[src/rtl/srx_pkg.sv]
package srx_pkg;
    localparam int SRX_DW   = 8;
    localparam int SRX_NFLG = 4;

    localparam int FLG_FULL = 0;
    localparam int FLG_OVR  = 1;
    localparam int FLG_PAR  = 2;
    localparam int FLG_FRM  = 3;

    typedef enum logic [2:0] {
        PH_IDLE,
        PH_START,
        PH_DATA,
        PH_PAR,
        PH_STOP
    } phase_t;

    typedef struct packed {
        logic [SRX_DW-1:0] data;
        logic              par_bad;
        logic              stop_bad;
    } frame_t;

    function automatic logic parity_bit(input logic [SRX_DW-1:0] d, input logic odd);
        return (^d) ^ odd;
    endfunction
endpackage

[src/rtl/srx_sync.sv]
module srx_sync #(
    parameter int STAGES = 2
) (
    input  logic clk,
    input  logic rst,
    input  logic din,
    output logic dout
);
    logic [STAGES-1:0] q;

    always_ff @(posedge clk) begin
        if (rst) q <= '1;
        else     q <= {q[STAGES-2:0], din};
    end

    assign dout = q[STAGES-1];
endmodule

[src/rtl/srx_engine.sv]
module srx_engine
    import srx_pkg::*;
#(
    parameter int CLKS_PER_TICK = 4,
    parameter int OVS           = 16
) (
    input  logic   clk,
    input  logic   rst,
    input  logic   hold,
    input  logic   line,
    input  logic   par_en,
    input  logic   par_odd,
    output logic   frame_v,
    output frame_t frame
);
    localparam int TW   = $clog2(OVS);
    localparam int HALF = OVS / 2;
    localparam int BW   = $clog2(SRX_DW);

    logic tick;

    generate
        if (CLKS_PER_TICK == 1) begin : g_nodiv
            assign tick = 1'b1;
        end else begin : g_div
            localparam int DIVW = $clog2(CLKS_PER_TICK);
            logic [DIVW-1:0] div_q;
            always_ff @(posedge clk) begin
                if (rst || div_q == DIVW'(CLKS_PER_TICK - 1)) div_q <= '0;
                else                                         div_q <= div_q + 1'b1;
            end
            assign tick = (div_q == DIVW'(CLKS_PER_TICK - 1));
        end
    endgenerate

    phase_t            ph_q;
    logic [TW-1:0]     cnt_q;
    logic [BW-1:0]     idx_q;
    logic [SRX_DW-1:0] shr_q;
    logic              par_q;
    logic              at_ctr;

    assign at_ctr = tick && (cnt_q == TW'(OVS - 1));

    always_ff @(posedge clk) begin
        if (rst || hold) begin
            ph_q  <= PH_IDLE;
            cnt_q <= '0;
            idx_q <= '0;
            if (rst) begin
                shr_q <= '0;
                par_q <= 1'b0;
            end
        end else if (tick) begin
            case (ph_q)
                PH_IDLE: begin
                    if (!line) begin
                        ph_q  <= PH_START;
                        cnt_q <= '0;
                    end
                end
                PH_START: begin
                    if (cnt_q == TW'(HALF - 1)) begin
                        cnt_q <= '0;
                        idx_q <= '0;
                        ph_q  <= line ? PH_IDLE : PH_DATA;
                    end else begin
                        cnt_q <= cnt_q + 1'b1;
                    end
                end
                PH_DATA: begin
                    if (at_ctr) begin
                        cnt_q <= '0;
                        shr_q <= {line, shr_q[SRX_DW-1:1]};
                        idx_q <= idx_q + 1'b1;
                        if (idx_q == BW'(SRX_DW - 1))
                            ph_q <= par_en ? PH_PAR : PH_STOP;
                    end else begin
                        cnt_q <= cnt_q + 1'b1;
                    end
                end
                PH_PAR: begin
                    if (at_ctr) begin
                        cnt_q <= '0;
                        par_q <= line;
                        ph_q  <= PH_STOP;
                    end else begin
                        cnt_q <= cnt_q + 1'b1;
                    end
                end
                PH_STOP: begin
                    if (at_ctr) begin
                        cnt_q <= '0;
                        ph_q  <= PH_IDLE;
                    end else begin
                        cnt_q <= cnt_q + 1'b1;
                    end
                end
                default: ph_q <= PH_IDLE;
            endcase
        end
    end

    assign frame_v        = (ph_q == PH_STOP) && at_ctr && !hold;
    assign frame.data     = shr_q;
    assign frame.par_bad  = par_en && (par_q != parity_bit(shr_q, par_odd));
    assign frame.stop_bad = !line;
endmodule

[src/rtl/srx_flags.sv]
module srx_flags
    import srx_pkg::*;
(
    input  logic                clk,
    input  logic                rst,
    input  logic                frame_v,
    input  frame_t              frame,
    input  logic                stat_wr,
    input  logic [SRX_NFLG-1:0] stat_wdata,
    input  logic                dtc_rd,
    output logic [SRX_NFLG-1:0] stat,
    output logic [SRX_DW-1:0]   rx_data,
    output logic                rx_irq,
    output logic                any_err
);
    logic [SRX_NFLG-1:0] stat_q, stat_d;

    always_comb begin
        stat_d = stat_q;
        if (stat_wr) stat_d = stat_d & stat_wdata;
        if (dtc_rd)  stat_d[FLG_FULL] = 1'b0;
        if (frame_v) begin
            if (stat_q[FLG_FULL]) begin
                stat_d[FLG_OVR] = 1'b1;
            end else begin
                if (frame.par_bad)  stat_d[FLG_PAR] = 1'b1;
                if (frame.stop_bad) stat_d[FLG_FRM] = 1'b1;
                if (!frame.par_bad && !frame.stop_bad) stat_d[FLG_FULL] = 1'b1;
            end
        end
    end

    always_ff @(posedge clk) begin
        if (rst) begin
            stat_q  <= '0;
            rx_data <= '0;
            rx_irq  <= 1'b0;
        end else begin
            stat_q <= stat_d;
            rx_irq <= stat_d[FLG_FULL] && !stat_q[FLG_FULL];
            if (frame_v && !stat_q[FLG_FULL]) rx_data <= frame.data;
        end
    end

    assign stat    = stat_q;
    assign any_err = stat_q[FLG_OVR] | stat_q[FLG_PAR] | stat_q[FLG_FRM];
endmodule

[src/rtl/serial_rx_unit.sv]
module serial_rx_unit
    import srx_pkg::*;
#(
    parameter int CLKS_PER_TICK = 4,
    parameter int OVS           = 16,
    parameter int SYNC_STAGES   = 2
) (
    input  logic                clk,
    input  logic                rst,
    input  logic                rx_line,
    input  logic                rx_en,
    input  logic                par_en,
    input  logic                par_odd,
    input  logic                stat_wr,
    input  logic [SRX_NFLG-1:0] stat_wdata,
    input  logic                dtc_rd,
    output logic [SRX_DW-1:0]   rx_data,
    output logic [SRX_NFLG-1:0] stat,
    output logic                rx_irq,
    output logic                line_mon
);
    logic   line_s;
    logic   any_err;
    logic   frame_v;
    frame_t frame;

    srx_sync #(.STAGES(SYNC_STAGES)) u_sync (
        .clk  (clk),
        .rst  (rst),
        .din  (rx_line),
        .dout (line_s)
    );

    srx_engine #(.CLKS_PER_TICK(CLKS_PER_TICK), .OVS(OVS)) u_eng (
        .clk     (clk),
        .rst     (rst),
        .hold    (!rx_en || any_err),
        .line    (line_s),
        .par_en  (par_en),
        .par_odd (par_odd),
        .frame_v (frame_v),
        .frame   (frame)
    );

    srx_flags u_flg (
        .clk        (clk),
        .rst        (rst),
        .frame_v    (frame_v),
        .frame      (frame),
        .stat_wr    (stat_wr),
        .stat_wdata (stat_wdata),
        .dtc_rd     (dtc_rd),
        .stat       (stat),
        .rx_data    (rx_data),
        .rx_irq     (rx_irq),
        .any_err    (any_err)
    );

    assign line_mon = line_s;
endmodule

[config.mk]
export PLATFORM = sky130hd
export DESIGN_NAME = serial_rx_unit
export DESIGN_NICKNAME = d
export VERILOG_FILES = /design/src/rtl/srx_pkg.sv /design/src/rtl/srx_sync.sv /design/src/rtl/srx_engine.sv /design/src/rtl/srx_flags.sv /design/src/rtl/serial_rx_unit.sv
export SDC_FILE = /design/constraint.sdc
export NUM_CORES = 1
export LEC_CHECK = 0
export CAP_MARGIN = 20
export CORE_MARGIN = 2
export CORE_UTILIZATION = 35
export CTS_CLUSTER_SIZE = 12
export DETAILED_ROUTE_END_ITERATION = 7
export PLACE_DENSITY = 0.62
export SLEW_MARGIN = 15
export SYNTH_ARGS = -nofsm -noshare
export SYNTH_HDL_FRONTEND = slang
export SYNTH_HIERARCHICAL = 1
export SYNTH_SLANG_ARGS = --single-unit
export TNS_END_PERCENT = 1
[constraint.sdc]
create_clock -name clk -period 5.72 [get_ports clk]
set_input_delay 0.572 -clock clk [delete_from_list [all_inputs] [get_ports clk]]
set_output_delay 0.572 -clock clk [all_outputs]
set_load 0.005 [all_outputs]
==> qor.yml <==
r2r_end: "u_flg/stat[0]$_SDFF_PP0_"
powerDensity_mw_per_mm2: 241
yosysMostFrequentCell: "dfxtp_1"
syn_nets: 214
drive_gt1_share_pct: 7.27
netlist_area_mm2: 0.00183
crit_family: "simple AND/OR/NAND/NOR gates"
grt.overflow.total: 0
route.detailed.drc: 0
nFillCells: 539
reg2reg_from: "u_eng/ph_q[2]$_SDFFE_PP0P_"
synth_top_cell_by_area: "dfxtp_1"
yosysTopAreaCellShare_pct: 29.6
syn_to_final_growth_pct: 21.0
fin_nets: 236
critPathSlowestCell: "clkdlybuf4s50_1"
holdPathStages: 1
portBuffers: 25
min_from: "u_sync/q[0]$_SDFF_PP1_"
drt_first_pass_iters: 4
die_w_um: 76.2
wl_per_cell_um: 12.8
hp-class: "reg -> reg"
clkTransAtPathRegs_ns: 0.07
crit_path_start: "rst"
worstMarginPinSlew_ns: 0.727
worst-path-stages: 4
vdd_drop_max_mv: 0.146
wl_met1_mm: 1.81
placed_cells: 282
met2_wirelength_mm: 1.72
grt_pass1_vias: 1367
crit_fanout: 21
setup_violations: 0
design_area_mm2: 0.00221
rsz0062_at_grt: "no"
synth_edf_count: 9
ys_warn_count: 6
cts_tree: "done"
die_y_um: 76.2
ios: 26
place_area_mm2: 0.00210
maxCapViolCount: 0
register_area_um2: 811
reg2reg_depth: 5
crit_buf_inv: 1
cts_root_buffer: "clkbuf_8"
cp.arrival_ns: 2.52
required_ns: 5.94
max-clock-path-buffers: 2
hold_slack_ns: 0.422
slew_headroom_pct: 51.4
grt_first_pass_wirelength_mm: 6.20
top_layer_used: "met4"
status: "finished clean"
endpoint_kind: "register"
min_to: "u_sync/q[1]$_SDFF_PP1_"
max_stage_delay_ns: 0.77
cts_sinks: 36
cts_setup_buffers: 0
antenna_cells: 0
synth_flop_cell: "dfxtp_1"
postRouteAntennaNets: 0
hpwl_mm: 2.63
grt_max_degree: 22
finClkSkew_ns: 0.00585
period_share_pct: 40.3
vias: 1472
rows: 26
p_leak_nw: 0.774
hold_viol: 0
via_per_inst: 5.08
track_usage_pct: 13.1
drt_iter0_markers: 76
htree_levels: 2
hold_buffers: 0
instances_no_fill: 290
netlist_top_cells_area: "dfxtp_1, edfxtp_1, a21oi_1"
setup-tns-final_ns: 0
avgSynthCellArea_um2: 9.27
drv_slew: 0
multi_input_area_um2: 935
die_area_mm2: 0.00581
syn_inst: 197
routed_wirelength_mm: 3.70
numCtsBuffers: 5
core_mm2: 0.00507
yosysUniqueCellTypes: 54
path_cells: "clkdlybuf4s50_1 > or2_0 > or3_1 > o22ai_1"
synth-seq-cells: 36
ff2ff_setup_slack_ns: 3.44
startpoint_type: "input port"
ys_seq_area_share_pct: 44.4
insertion_delay_ns: 0.29
period_needed_ns: 2.30
maxClockFrequency_mhz: 434
cts_resized: 0
async_flop_share_pct: 0
initial_core_util_pct: 36.0
synth_common_cells: "dfxtp_1, nand2_1, a21oi_1"
gp_congestion: 0.819
criticalPathCategory: "in -> reg"
dr_wl_met3_um: 130
antenna_found_initial: 0
==> area by class of cell <==
cell class | instances | share of cell area (%)
clock buffer | 5 | 3.11
timing repair buffer | 25 | 11.3
sequential | 36 | 36.7
clock inverter | 3 | 1.93
multi-input combinational | 147 | 42.3
inverter | 4 | 0.680
tap | 70 | 3.96
==> cells by family after synthesis <==
group / count (synthesis) / share of synthesized area (%)
and+or+nand+nor: 88 / 27.2
AOI/OAI and AO/OA: 45 / 15.4
DFF: 36 / 44.4
buffers and inverters: 14 / 4.39
xor gates and xnor gates: 8 / 4.59
adders and majority gates: 5 / 3.43
muxes: 1 / 0.548
==> power breakdown <==
group | switching [mW] | leakage, nW | total (mW) | internal [mW]
Clock | 0.0916 | 0.0541 | 0.220 | 0.129
Combinational | 0.0184 | 0.409 | 0.0399 | 0.0215
Sequential | 0.00490 | 0.311 | 0.272 | 0.267
==> layer usage <==
metal | vias up | global-route usage [%]
met5 | - | 0
met4 | 0 | 4.55
met3 | 6 | 3.55
met2 | 27 | 21.0
met1 | 688 | 17.1
li1 | 751 | -
==> worst max path at each step <==
| stage | end |
|---|---|
| after global routing | u_eng/cnt_q[0]$_SDFFE_PP0P_ |
| after CTS | u_flg/stat[0]$_SDFF_PP0_ |
| after global placement | u_eng/cnt_q[0]$_SDFFE_PP0P_ |
| final | u_eng/cnt_q[0]$_SDFFE_PP0P_ |
| after detailed placement | u_eng/cnt_q[0]$_SDFFE_PP0P_ |
| after floorplan | u_flg/stat[0]$_SDFF_PP0_ |
==> metrics by stage <==
step | setup slack, ns | total power [mW] | util [%]
detailed placement | 3.11 | 0.317 | 41.3
global route | 3.22 | 0.552 | 43.5
floorplan | 3.88 | 0.302 | -
CTS | 3.42 | 0.538 | 43.5
finish | 3.42 | 0.532 | 43.5
global placement | 3.15 | 0.317 | 41.3
==> registers in the layout (all words and copies together), names as in the netlist <==
signal and count:
u_eng/cnt_q 4, u_eng/g_div.div_q 2, u_eng/idx_q 3, u_eng/par_q 1, u_eng/ph_q 3, u_eng/shr_q 8
u_flg/rx_data 8, u_flg/rx_irq 1, u_flg/stat 4, u_sync/q 2
==> placed cells by master, fill, tap and decap left out, types with 2 or more instances in the layout <==
master / n
nand4b_1: 2
nand4_1: 4
o21ai_0: 4
nor3_1: 6
and3_1: 2
clkbuf_8: 5
nor2_1: 11
edfxtp_1: 9
o211ai_1: 3
or4b_1: 2
o21ai_1: 2
o31ai_1: 3
a21oi_1: 21
nand2b_1: 5
dfxtp_1: 27
nand2_1: 23
xnor2_1: 6
inv_1: 4
or3_1: 2
and2_1: 9
clkdlybuf4s50_1: 25
or2_1: 2
ha_1: 5
or3b_1: 3
nand3_1: 6
Power figures use the tool's default switching activity.
